## config.mk

```make
export PLATFORM = sky130hd
export DESIGN_NAME = dram_page_timer
export DESIGN_NICKNAME = d
export VERILOG_FILES = /design/src/rtl/dpt_pkg.sv /design/src/rtl/dpt_page_track.sv /design/src/rtl/dpt_fsm.sv /design/src/rtl/dpt_stats.sv /design/src/rtl/dram_page_timer.sv
export SDC_FILE = /design/constraint.sdc
export NUM_CORES = 1
export LEC_CHECK = 0
export CAP_MARGIN = 10
export CORE_MARGIN = 8
export CORE_UTILIZATION = 45
export DETAILED_ROUTE_END_ITERATION = 16
export GPL_TIMING_DRIVEN = 0
export PLACE_DENSITY = 0.84
export SLEW_MARGIN = 20
export SYNTH_ARGS = -nofsm -noshare
export SYNTH_HDL_FRONTEND = slang
export SYNTH_SLANG_ARGS = --single-unit
```

## constraint.sdc

```tcl
create_clock -name clk -period 4.15 [get_ports clk]
set_input_delay 0.6225 -clock clk [delete_from_list [all_inputs] [get_ports clk]]
set_output_delay 0.6225 -clock clk [all_outputs]
set_load 0.05 [all_outputs]
```

## src/rtl/dpt_pkg.sv

```systemverilog
package dpt_pkg;

    typedef enum logic [1:0] {
        ST_IDLE,
        ST_ACTIVATE,
        ST_ACCESS,
        ST_RESPOND
    } dpt_state_e;

endpackage

```

## src/rtl/dpt_page_track.sv

```systemverilog
module dpt_page_track #(
    parameter int ADDR_W     = 32,
    parameter int PAGE_WORDS = 64
) (
    input  logic              clk,
    input  logic              rst_n,
    input  logic              accept,
    input  logic [ADDR_W-1:0] req_addr,
    input  logic              req_write,
    output logic              page_hit,
    output logic              page_change,
    output logic [ADDR_W-1:0] held_addr,
    output logic              held_write
);

    localparam int PAGE_SH = $clog2(PAGE_WORDS);
    localparam int PG_W    = ADDR_W - PAGE_SH;

    logic [PG_W-1:0] req_page;
    logic [PG_W-1:0] open_page_q;
    logic            open_vld_q;
    logic            same_page;

    // page number extraction; a one-word page uses the whole address
    generate
        if (PAGE_SH == 0) begin : g_word_page
            assign req_page = req_addr;
        end else begin : g_multi_page
            assign req_page = req_addr[ADDR_W-1:PAGE_SH];
        end
    endgenerate

    assign same_page   = (req_page == open_page_q);
    assign page_hit    = open_vld_q && same_page;
    assign page_change = accept && open_vld_q && !same_page;

    always_ff @(posedge clk or negedge rst_n) begin
        if (!rst_n) begin
            open_page_q <= '0;
            open_vld_q  <= 1'b0;
            held_addr   <= '0;
            held_write  <= 1'b0;
        end else if (accept) begin
            open_page_q <= req_page;
            open_vld_q  <= 1'b1;
            held_addr   <= req_addr;
            held_write  <= req_write;
        end
    end

endmodule

```

## src/rtl/dpt_fsm.sv

```systemverilog
module dpt_fsm
    import dpt_pkg::*;
#(
    parameter int T_RANDOM = 8,
    parameter int T_PAGE   = 3,
    parameter int T_ACT    = 1
) (
    input  logic clk,
    input  logic rst_n,
    input  logic req_valid,
    input  logic page_hit,
    output logic accept,
    output logic req_ready,
    output logic rsp_valid,
    output logic busy
);

    localparam int LMAX = (T_RANDOM > T_PAGE) ? T_RANDOM : T_PAGE;
    localparam int CW   = $clog2(LMAX + 1);
    localparam logic [CW-1:0] LD_PAGE = CW'(T_PAGE - 1);
    localparam logic [CW-1:0] LD_ACT  = CW'(T_ACT - 1);
    localparam logic [CW-1:0] LD_REST = CW'(T_RANDOM - T_ACT - 1);

    dpt_state_e      state_q, state_d;
    logic [CW-1:0]   cnt_q, cnt_d;

    // state register
    always_ff @(posedge clk or negedge rst_n) begin
        if (!rst_n) begin
            state_q <= ST_IDLE;
            cnt_q   <= '0;
        end else begin
            state_q <= state_d;
            cnt_q   <= cnt_d;
        end
    end

    // transitions
    always_comb begin
        state_d = state_q;
        cnt_d   = cnt_q;
        unique case (state_q)
            ST_IDLE: begin
                if (req_valid) begin
                    if (page_hit) begin
                        state_d = ST_ACCESS;
                        cnt_d   = LD_PAGE;
                    end else begin
                        state_d = ST_ACTIVATE;
                        cnt_d   = LD_ACT;
                    end
                end
            end
            ST_ACTIVATE: begin
                if (cnt_q == '0) begin
                    state_d = ST_ACCESS;
                    cnt_d   = LD_REST;
                end else begin
                    cnt_d = cnt_q - 1'b1;
                end
            end
            ST_ACCESS: begin
                if (cnt_q == '0) begin
                    state_d = ST_RESPOND;
                end else begin
                    cnt_d = cnt_q - 1'b1;
                end
            end
            ST_RESPOND: begin
                state_d = ST_IDLE;
            end
            default: begin
                state_d = ST_IDLE;
                cnt_d   = '0;
            end
        endcase
    end

    // outputs
    always_comb begin
        req_ready = (state_q == ST_IDLE);
        accept    = req_ready && req_valid;
        rsp_valid = (state_q == ST_RESPOND);
        busy      = (state_q == ST_ACTIVATE) || (state_q == ST_ACCESS);
    end

endmodule

```

## src/rtl/dpt_stats.sv

```systemverilog
module dpt_stats #(
    parameter int CNT_W          = 32,
    parameter int BYTES_PER_WORD = 4
) (
    input  logic             clk,
    input  logic             rst_n,
    input  logic             clr,
    input  logic             page_change,
    input  logic             busy,
    input  logic             done,
    output logic [CNT_W-1:0] conflict_cnt,
    output logic [CNT_W-1:0] cycle_cnt,
    output logic [CNT_W-1:0] byte_cnt
);

    localparam int NCNT = 3;

    logic [NCNT-1:0]  inc_en;
    logic [CNT_W-1:0] step  [NCNT];
    logic [CNT_W-1:0] cnt_q [NCNT];

    assign inc_en  = {done, busy, page_change};
    assign step[0] = CNT_W'(1);
    assign step[1] = CNT_W'(1);
    assign step[2] = CNT_W'(BYTES_PER_WORD);

    generate
        for (genvar i = 0; i < NCNT; i++) begin : g_cnt
            always_ff @(posedge clk or negedge rst_n) begin
                if (!rst_n) begin
                    cnt_q[i] <= '0;
                end else if (clr) begin
                    cnt_q[i] <= '0;
                end else if (inc_en[i]) begin
                    cnt_q[i] <= cnt_q[i] + step[i];
                end
            end
        end
    endgenerate

    assign conflict_cnt = cnt_q[0];
    assign cycle_cnt    = cnt_q[1];
    assign byte_cnt     = cnt_q[2];

endmodule

```

## src/rtl/dram_page_timer.sv

```systemverilog
module dram_page_timer #(
    parameter int ADDR_W         = 32,
    parameter int PAGE_WORDS     = 64,
    parameter int T_RANDOM       = 8,
    parameter int T_PAGE         = 3,
    parameter int T_ACT          = 1,
    parameter int CNT_W          = 32,
    parameter int BYTES_PER_WORD = 4
) (
    input  logic              clk,
    input  logic              rst_n,
    input  logic              clr,
    input  logic              req_valid,
    output logic              req_ready,
    input  logic [ADDR_W-1:0] req_addr,
    input  logic              req_write,
    output logic              rsp_valid,
    output logic [ADDR_W-1:0] rsp_addr,
    output logic              rsp_write,
    output logic [CNT_W-1:0]  conflict_cnt,
    output logic [CNT_W-1:0]  cycle_cnt,
    output logic [CNT_W-1:0]  byte_cnt
);

    logic accept;
    logic page_hit;
    logic page_change;
    logic busy;

    dpt_page_track #(
        .ADDR_W     (ADDR_W),
        .PAGE_WORDS (PAGE_WORDS)
    ) u_track (
        .clk         (clk),
        .rst_n       (rst_n),
        .accept      (accept),
        .req_addr    (req_addr),
        .req_write   (req_write),
        .page_hit    (page_hit),
        .page_change (page_change),
        .held_addr   (rsp_addr),
        .held_write  (rsp_write)
    );

    dpt_fsm #(
        .T_RANDOM (T_RANDOM),
        .T_PAGE   (T_PAGE),
        .T_ACT    (T_ACT)
    ) u_fsm (
        .clk       (clk),
        .rst_n     (rst_n),
        .req_valid (req_valid),
        .page_hit  (page_hit),
        .accept    (accept),
        .req_ready (req_ready),
        .rsp_valid (rsp_valid),
        .busy      (busy)
    );

    dpt_stats #(
        .CNT_W          (CNT_W),
        .BYTES_PER_WORD (BYTES_PER_WORD)
    ) u_stats (
        .clk          (clk),
        .rst_n        (rst_n),
        .clr          (clr),
        .page_change  (page_change),
        .busy         (busy),
        .done         (rsp_valid),
        .conflict_cnt (conflict_cnt),
        .cycle_cnt    (cycle_cnt),
        .byte_cnt     (byte_cnt)
    );

endmodule

```

==> impl_results.md, run 1 <==
* Outcome: complete, no violations
* Total clock sinks at 134
* Synth Warn # at 0
* Area fraction of the dominant cell type after synthesis at 0.497
* Min-Delay Path Class: in2async
* Internal power at 3.17 mW
* CP Launch Type: flop
* Die area at 19200 um2
* Fillers at 1142
* Synth area leaders: dfrtp_1 50%, xnor2_1 6.7%, mux2_2 5.7%
* Post-synth EDFFs at 0
* Cell Rows at between 40 and 50
* Netlist cell types at 54
* Clk_lat worst skew at about 0.41 ns
* Fin crit share at 0.636
* Hold-fix buffers, CTS at 0
* Synthesized area at 6750 um2
* RSZ-0062 raised after global routing: false
* Dominant cell type by area after synthesis: dfrtp_1
* # nets final at 878
* Critical path required time at roughly 3.5 ns
* Final setup viols at 0
* Total CTS buffers at 17
* Die W at 139 um
* Critical path, cell by cell: inv_1 > ha_1 > clkdlybuf4s50_1
* Arr. time, crit path at approximately 2.0 ns
* Io pins at ~170
* Max_cap viols at 0
* Pre-antenna DRT Iters at 4
* Clk pwr share at 0.266
* Initial antenna violation count at 0
* P_sw at 1.99 mW
* Syn_area_per_cell at 10.5 um2
* Most frequent cell after synthesis: dfrtp_1
* DRC at 0
* Worst Skew at 0.0101 ns
* Port buffer count at approximately 170
* Post-synthesis sequential area ratio at 0.497
* Most used flip-flop cell after synthesis: dfrtp_1
* Placed Cells at 997
* CTS resizes at 0
* GPL Wtd Cong at 0.807
* Die Y at 139 um
* Async set-or-reset flop fraction in the synthesized netlist at 1.00
* Worst-path maximum fanout at 4
* Max Root-Sink Buffers at 2
* Routed vias/inst at 5.38
* Max-slew headroom at 0.536
* Routed wire per std cell at ~17 um
* Core Area at around 15000 um2
* Hold_ws at 0.139 ns
* Pin count of the biggest net entering global routing at 72
* Finished Layout Cells at approximately 1000
* HPWL after DPL at around 13000 um
* Clock H-tree levels at 4
* Crit. End Element: output pin
* Synth Register Bits at 134
* LEAKAGE at 3.67 nW
* Post-layout util at 0.631
* Post-Syn Instances at 646
* TritonCTS clock tree: yes
* CTS root buf: clkbuf_16
* Syn-to-layout area delta at 36.2%
* Worst-Margin Slew at 0.695 ns
* Initial core utilization at 0.463
* Sum of negative setup slack at 0 ns
* Vias in the first global route at 5746
* Post-CTS setup repair buffer count at 0
* Tot GR Track Use at 0.182
* Comb pwr share at 0.403
* N_diodes at 0
* Post-Route WL at 17100 um
* DRT iter0 DRCs at 319
* Reg power frac at 0.331
* First-pass GRT wire length at 28900 um
* VDD IR max at 646 uV
* CP max stage cell: clkdlybuf4s50_1
* Grt total ovfl at 0
* DR vias at 5514
* CTS clk-pin slew, worst paths at 0.05 ns
* Worst Setup Path Type: reg2out
* Final min period at 2.64 ns
* Top cells by count, synth: 134 x dfrtp_1, 79 x nor2_1, 52 x xnor2_1, 37 x nand3_1
* Final Max Slew Viols at 0
* F_max at 379 MHz
* Sw Share at 0.385
* Fraction of layout cells with a size suffix above 1 at 0.102
* Pwr dens at 561 nW/um2
* Hold Fails Final Rpt at 0
* CP peak stage delay at ~0.85 ns
* Antenna viol nets, final at 0
==> registers in the layout, indices dropped and copies added, names as in the netlist <==
name                  cells
u_stats.byte_cnt         30
u_fsm.state_q             2
u_track.open_vld_q        1
u_stats.cycle_cnt        32
u_track.held_write        1
u_stats.conflict_cnt     32
u_track.open_page_q      25
u_track.held_addr         7
u_fsm.cnt_q               4
==> power by group through the flow <==
stage	logic (mW)	registers, mW	clock network [mW]
finish	2.08	1.71	1.37
global route	2.22	1.74	1.45
CTS	2.10	1.71	1.40
detailed placement	2.09	1.73	0
global placement	2.06	1.71	0
floorplan	0.776	2.36	0
==> cell families after synthesis <==
group	count (synthesis)	synth area share
compound gates	80	0.0786
xor+xnor	87	0.113
fa+ha+maj	9	0.0167
buf+inv	37	0.0282
flops	134	0.497
mux	36	0.0597
other cells	1	0.000555
simple gates	262	0.207
==> routing by layer <==
metal  wire (um)  vias to the layer above  GRT usage  share of wire
met2        8460                      166      0.302           0.49
met3        1160                       21     0.0610          0.068
met5           0                        -          0              0
li1            -                     2654          -              -
met4         255                        0     0.0601          0.015
met1        7270                     2673      0.216           0.42
==> critical path, delay by kind of cell, from the launching register on <==
family,cells,cell delay (ns)
buffers and inverters,2,0.99
adders and majority gates,1,0.22
DFF,1,0.40
==> stage by stage <==
stage / setup slack, ns / power (mW) / cell area, um2
2_1_floorplan: 1.70 / 3.13 / 6760
3_3_place_gp: -2.91 / 3.77 / 8640
3_5_place_dp: 1.15 / 3.82 / 8670
4_1_cts: 1.48 / 5.20 / 9200
5_1_grt: 1.36 / 5.42 / 9200
6_report: 1.51 / 5.16 / 9200
==> cell type report <==
type	count	area (um2)	share of cell area
Sequential cell	134	3350	0.365
Multi-Input combinational cell	476	3210	0.349
Timing Repair Buffer	166	1680	0.183
Clock buffer	23	478	0.0520
Tap cell	184	230	0.0250
Buffer	23	138	0.0150
Inverter	14	52.6	0.00571
Clock inverter	4	50.0	0.00544
==> placed cells by master, fill, tap and decap left out, types with 2 or more instances in the layout <==
master	count
clkdlybuf4s50_1	164
dfrtp_1	134
nor2_1	79
xnor2_1	52
nand3_1	37
a21oi_1	35
nand2_1	35
xor2_1	35
mux2_2	34
nand4_1	28
clkbuf_16	17
inv_1	14
o31ai_1	14
clkbuf_1	14
and3_1	13
or4_1	13
o21ai_0	12
or3_1	11
nor3_1	10
ha_1	9
and4_1	7
nand2b_1	5
clkbuf_8	4
buf_6	4
or2_2	3
nor2b_1	3
o41ai_1	3
or3b_1	3
buf_2	3
and2_1	3
a21o_1	3
a21bo_2	2
nand3b_1	2
a2111oi_0	2
nor3b_1	2
mux2i_1	2
buf_1	2
buf_4	2
conb_1	2
clkinvlp_4	2
==> path summary, 6_finish.rpt <==
| kind | startpoint | endpoint | slack (ns) | cells past startpoint |
|---|---|---|---|---|
| min in group clk | u_track.held_addr[0] | u_track.held_addr[0] | 0.50 | 1 |
| hold / removal | rst_n | u_track.open_page_q[9] | 0.14 | 1 |
| max in group asynchronous | rst_n | u_stats.byte_cnt[30] | 3.29 | 2 |
| hold reg to reg | u_track.held_addr[0] | u_track.held_addr[0] | 0.50 | 1 |
| setup / recovery | u_fsm.state_q[0] | req_ready | 1.51 | 3 |
| setup reg to reg | u_stats.conflict_cnt[0] | u_stats.conflict_cnt[24] | 1.82 | 7 |
Power figures use the tool's default switching activity.
==> inputs of run 2 (changes only) <==
--- a/config.mk
+++ b/config.mk
@@ -10,7 +10,7 @@
 export CORE_UTILIZATION = 45
 export DETAILED_ROUTE_END_ITERATION = 16
 export GPL_TIMING_DRIVEN = 0
-export PLACE_DENSITY = 0.84
+export PLACE_DENSITY = 0.87
 export SLEW_MARGIN = 20
 export SYNTH_ARGS = -nofsm -noshare
 export SYNTH_HDL_FRONTEND = slang
==> constraint.sdc (replaced) <==
create_clock -name clk -period 2.3 [get_ports clk]
set_input_delay 0.345 -clock clk [delete_from_list [all_inputs] [get_ports clk]]
set_output_delay 0.345 -clock clk [all_outputs]
set_load 0.05 [all_outputs]
==> impl_results.md, run 2 (same netlist as run 1, synthesis figures left out) <==
* Outcome: complete, no violations
* HPWL after DPL at around 13000 um
* Hold Fails Final Rpt at 0
* Pwr dens at 1020 nW/um2
* Grt total ovfl at 0
* Die Y at 139 um
* Hold_ws at 0.446 ns
* DRT iter0 DRCs at between 200 and 300
* Final setup viols at 0
* LEAKAGE at 3.74 nW
* CP peak stage delay at 0.83 ns
* Routed vias/inst at 5.44
* RSZ-0062 raised after global routing: true
* Reg power frac at 0.326
* Core Area at 14600 um2
* Antenna viol nets, final at 0
* Design area at 9330 um2
* Final Max Slew Viols at 0
* N_diodes at 0
* Initial core utilization at 0.463
* Worst Setup Path Type: reg2out
* Initial antenna violation count at 0
* CP max stage cell: clkdlybuf4s50_1
* Critical path required time at between 1.5 and 2 ns
* Vias in the first global route at between 5000 and 6000
* CP Launch Type: flop
* Cell Rows at 44
* Crit. End Element: output pin
* VDD IR max at 952 uV
* CTS root buf: clkbuf_16
* Min-Delay Path Class: in2async
* Fraction of layout cells with a size suffix above 1 at 0.123
* GPL Wtd Cong at 0.793
* DRC at 0
* Worst R2R Path Depth at 8
* Post-Route WL at 17800 um
* Pre-antenna DRT Iters at 4
* Most frequent cells in the layout: 163 x clkdlybuf4s50_1, 132 x dfrtp_1, 78 x nor2_1, 52 x xnor2_1
* Total clock sinks at 134
* Internal power at 5.83 mW
* Max_cap viols at 0
* Clk pwr share at 0.279
* Total CTS buffers at 17
* CTS clk-pin slew, worst paths at 0.06 ns
* Most common cell after layout, fill and taps aside: clkdlybuf4s50_1
* Syn-to-layout area delta at 38.1%
* Sw Share at 0.386
* First-pass GRT wire length at 29300 um
* P_sw at ~3.7 mW
* Post-route setup slack at 0.125 ns
* Placed Cells at 997
* Fin crit share at 0.946
* Pin count of the biggest net entering global routing at 74
* Worst Skew at between 0.007 and 0.008 ns
* Worst-Margin Slew at 0.709 ns
* DR vias at around 5600
* Arr. time, crit path at around 1.8 ns
* Clk_lat worst skew at 0.42 ns
* Routed wire per std cell at 17.3 um
* Io pins at 168
* Sum of negative setup slack at 0 ns
* Max Root-Sink Buffers at 2
* Total power at 9.48 mW
* TritonCTS clock tree: yes
* Worst-path maximum fanout at 4
* Clock H-tree levels at 4
* Final min period at 2.17 ns
* Pre-CTS setup slack at -0.438 ns
* Comb pwr share at 0.396
* Finished Layout Cells at 1031
* # nets final at 881
* Area after DPL at approximately 8700 um2
* Post-layout util at 0.639
* Die area at about 19000 um2
* Tot GR Track Use at 0.185
* Critical path, cell by cell: ha_2 > clkdlybuf4s50_1
* F_max at 460 MHz
* Die W at roughly 140 um
* Max-slew headroom at 0.527
* Fillers at 1130
* Port buffer count at 165
==> run 2: power groups by stage <==
stage / combinational (mW) / clock [mW] / sequential [mW]
after global routing: 4.00 / 2.78 / 3.15
final: 3.75 / 2.64 / 3.09
after floorplan: 1.41 / 0 / 4.26
after detailed placement: 3.77 / 0 / 3.12
after global placement: 3.71 / 0 / 3.09
after CTS: 3.79 / 2.68 / 3.09
==> run 2: final timing paths <==
path / from / to / slack (ns)
setup / recovery: u_fsm.state_q[1] / rsp_valid / 0.13
hold / removal: rst_n / u_stats.cycle_cnt[19] / 0.45
setup reg to reg: u_track.open_page_q[16] / u_stats.conflict_cnt[27] / 0.13
hold reg to reg: u_track.held_addr[0] / u_track.held_addr[0] / 0.51
max in group asynchronous: rst_n / u_track.open_vld_q / 1.11
min in group clk: u_track.held_addr[0] / u_track.held_addr[0] / 0.51
==> run 2: timing repair <==
item                       4_1_cts  5_1_grt
setup endpoints to repair        6       30
hold buffers                     1        0
hold endpoints to repair        61        0
buffers inserted                 2        0
pin swaps                        1        0
resized for setup                2       10
==> run 2: layout make-up <==
cell class	instances	area, um2	share of cell area
clock inverter	9	103	0.0110
buffer	23	138	0.0148
sequential	134	3360	0.360
multi-input combinational	476	3260	0.350
clock buffer	22	464	0.0498
tap	184	230	0.0247
timing repair buffer	169	1720	0.184
inverter	14	52.6	0.00563
==> run 2: per-layer routing <==
layer / routed length [um] / share of wire / up-vias / global-route usage
li1: - / - / 2661 / -
met1: 7490 / 0.42 / 2765 / 0.215
met2: 8790 / 0.49 / 163 / 0.309
met3: 1210 / 0.068 / 24 / 0.0616
met4: 312 / 0.018 / 0 / 0.0732
met5: 0 / 0 / - / 0
==> run 2: critical path: cells and delay by family, from the launching register on <==
family	cells	cell delay (ns)
adder cells (fa/ha/maj)	1	0.20
buffers and inverters	1	0.83
flip-flops	1	0.39
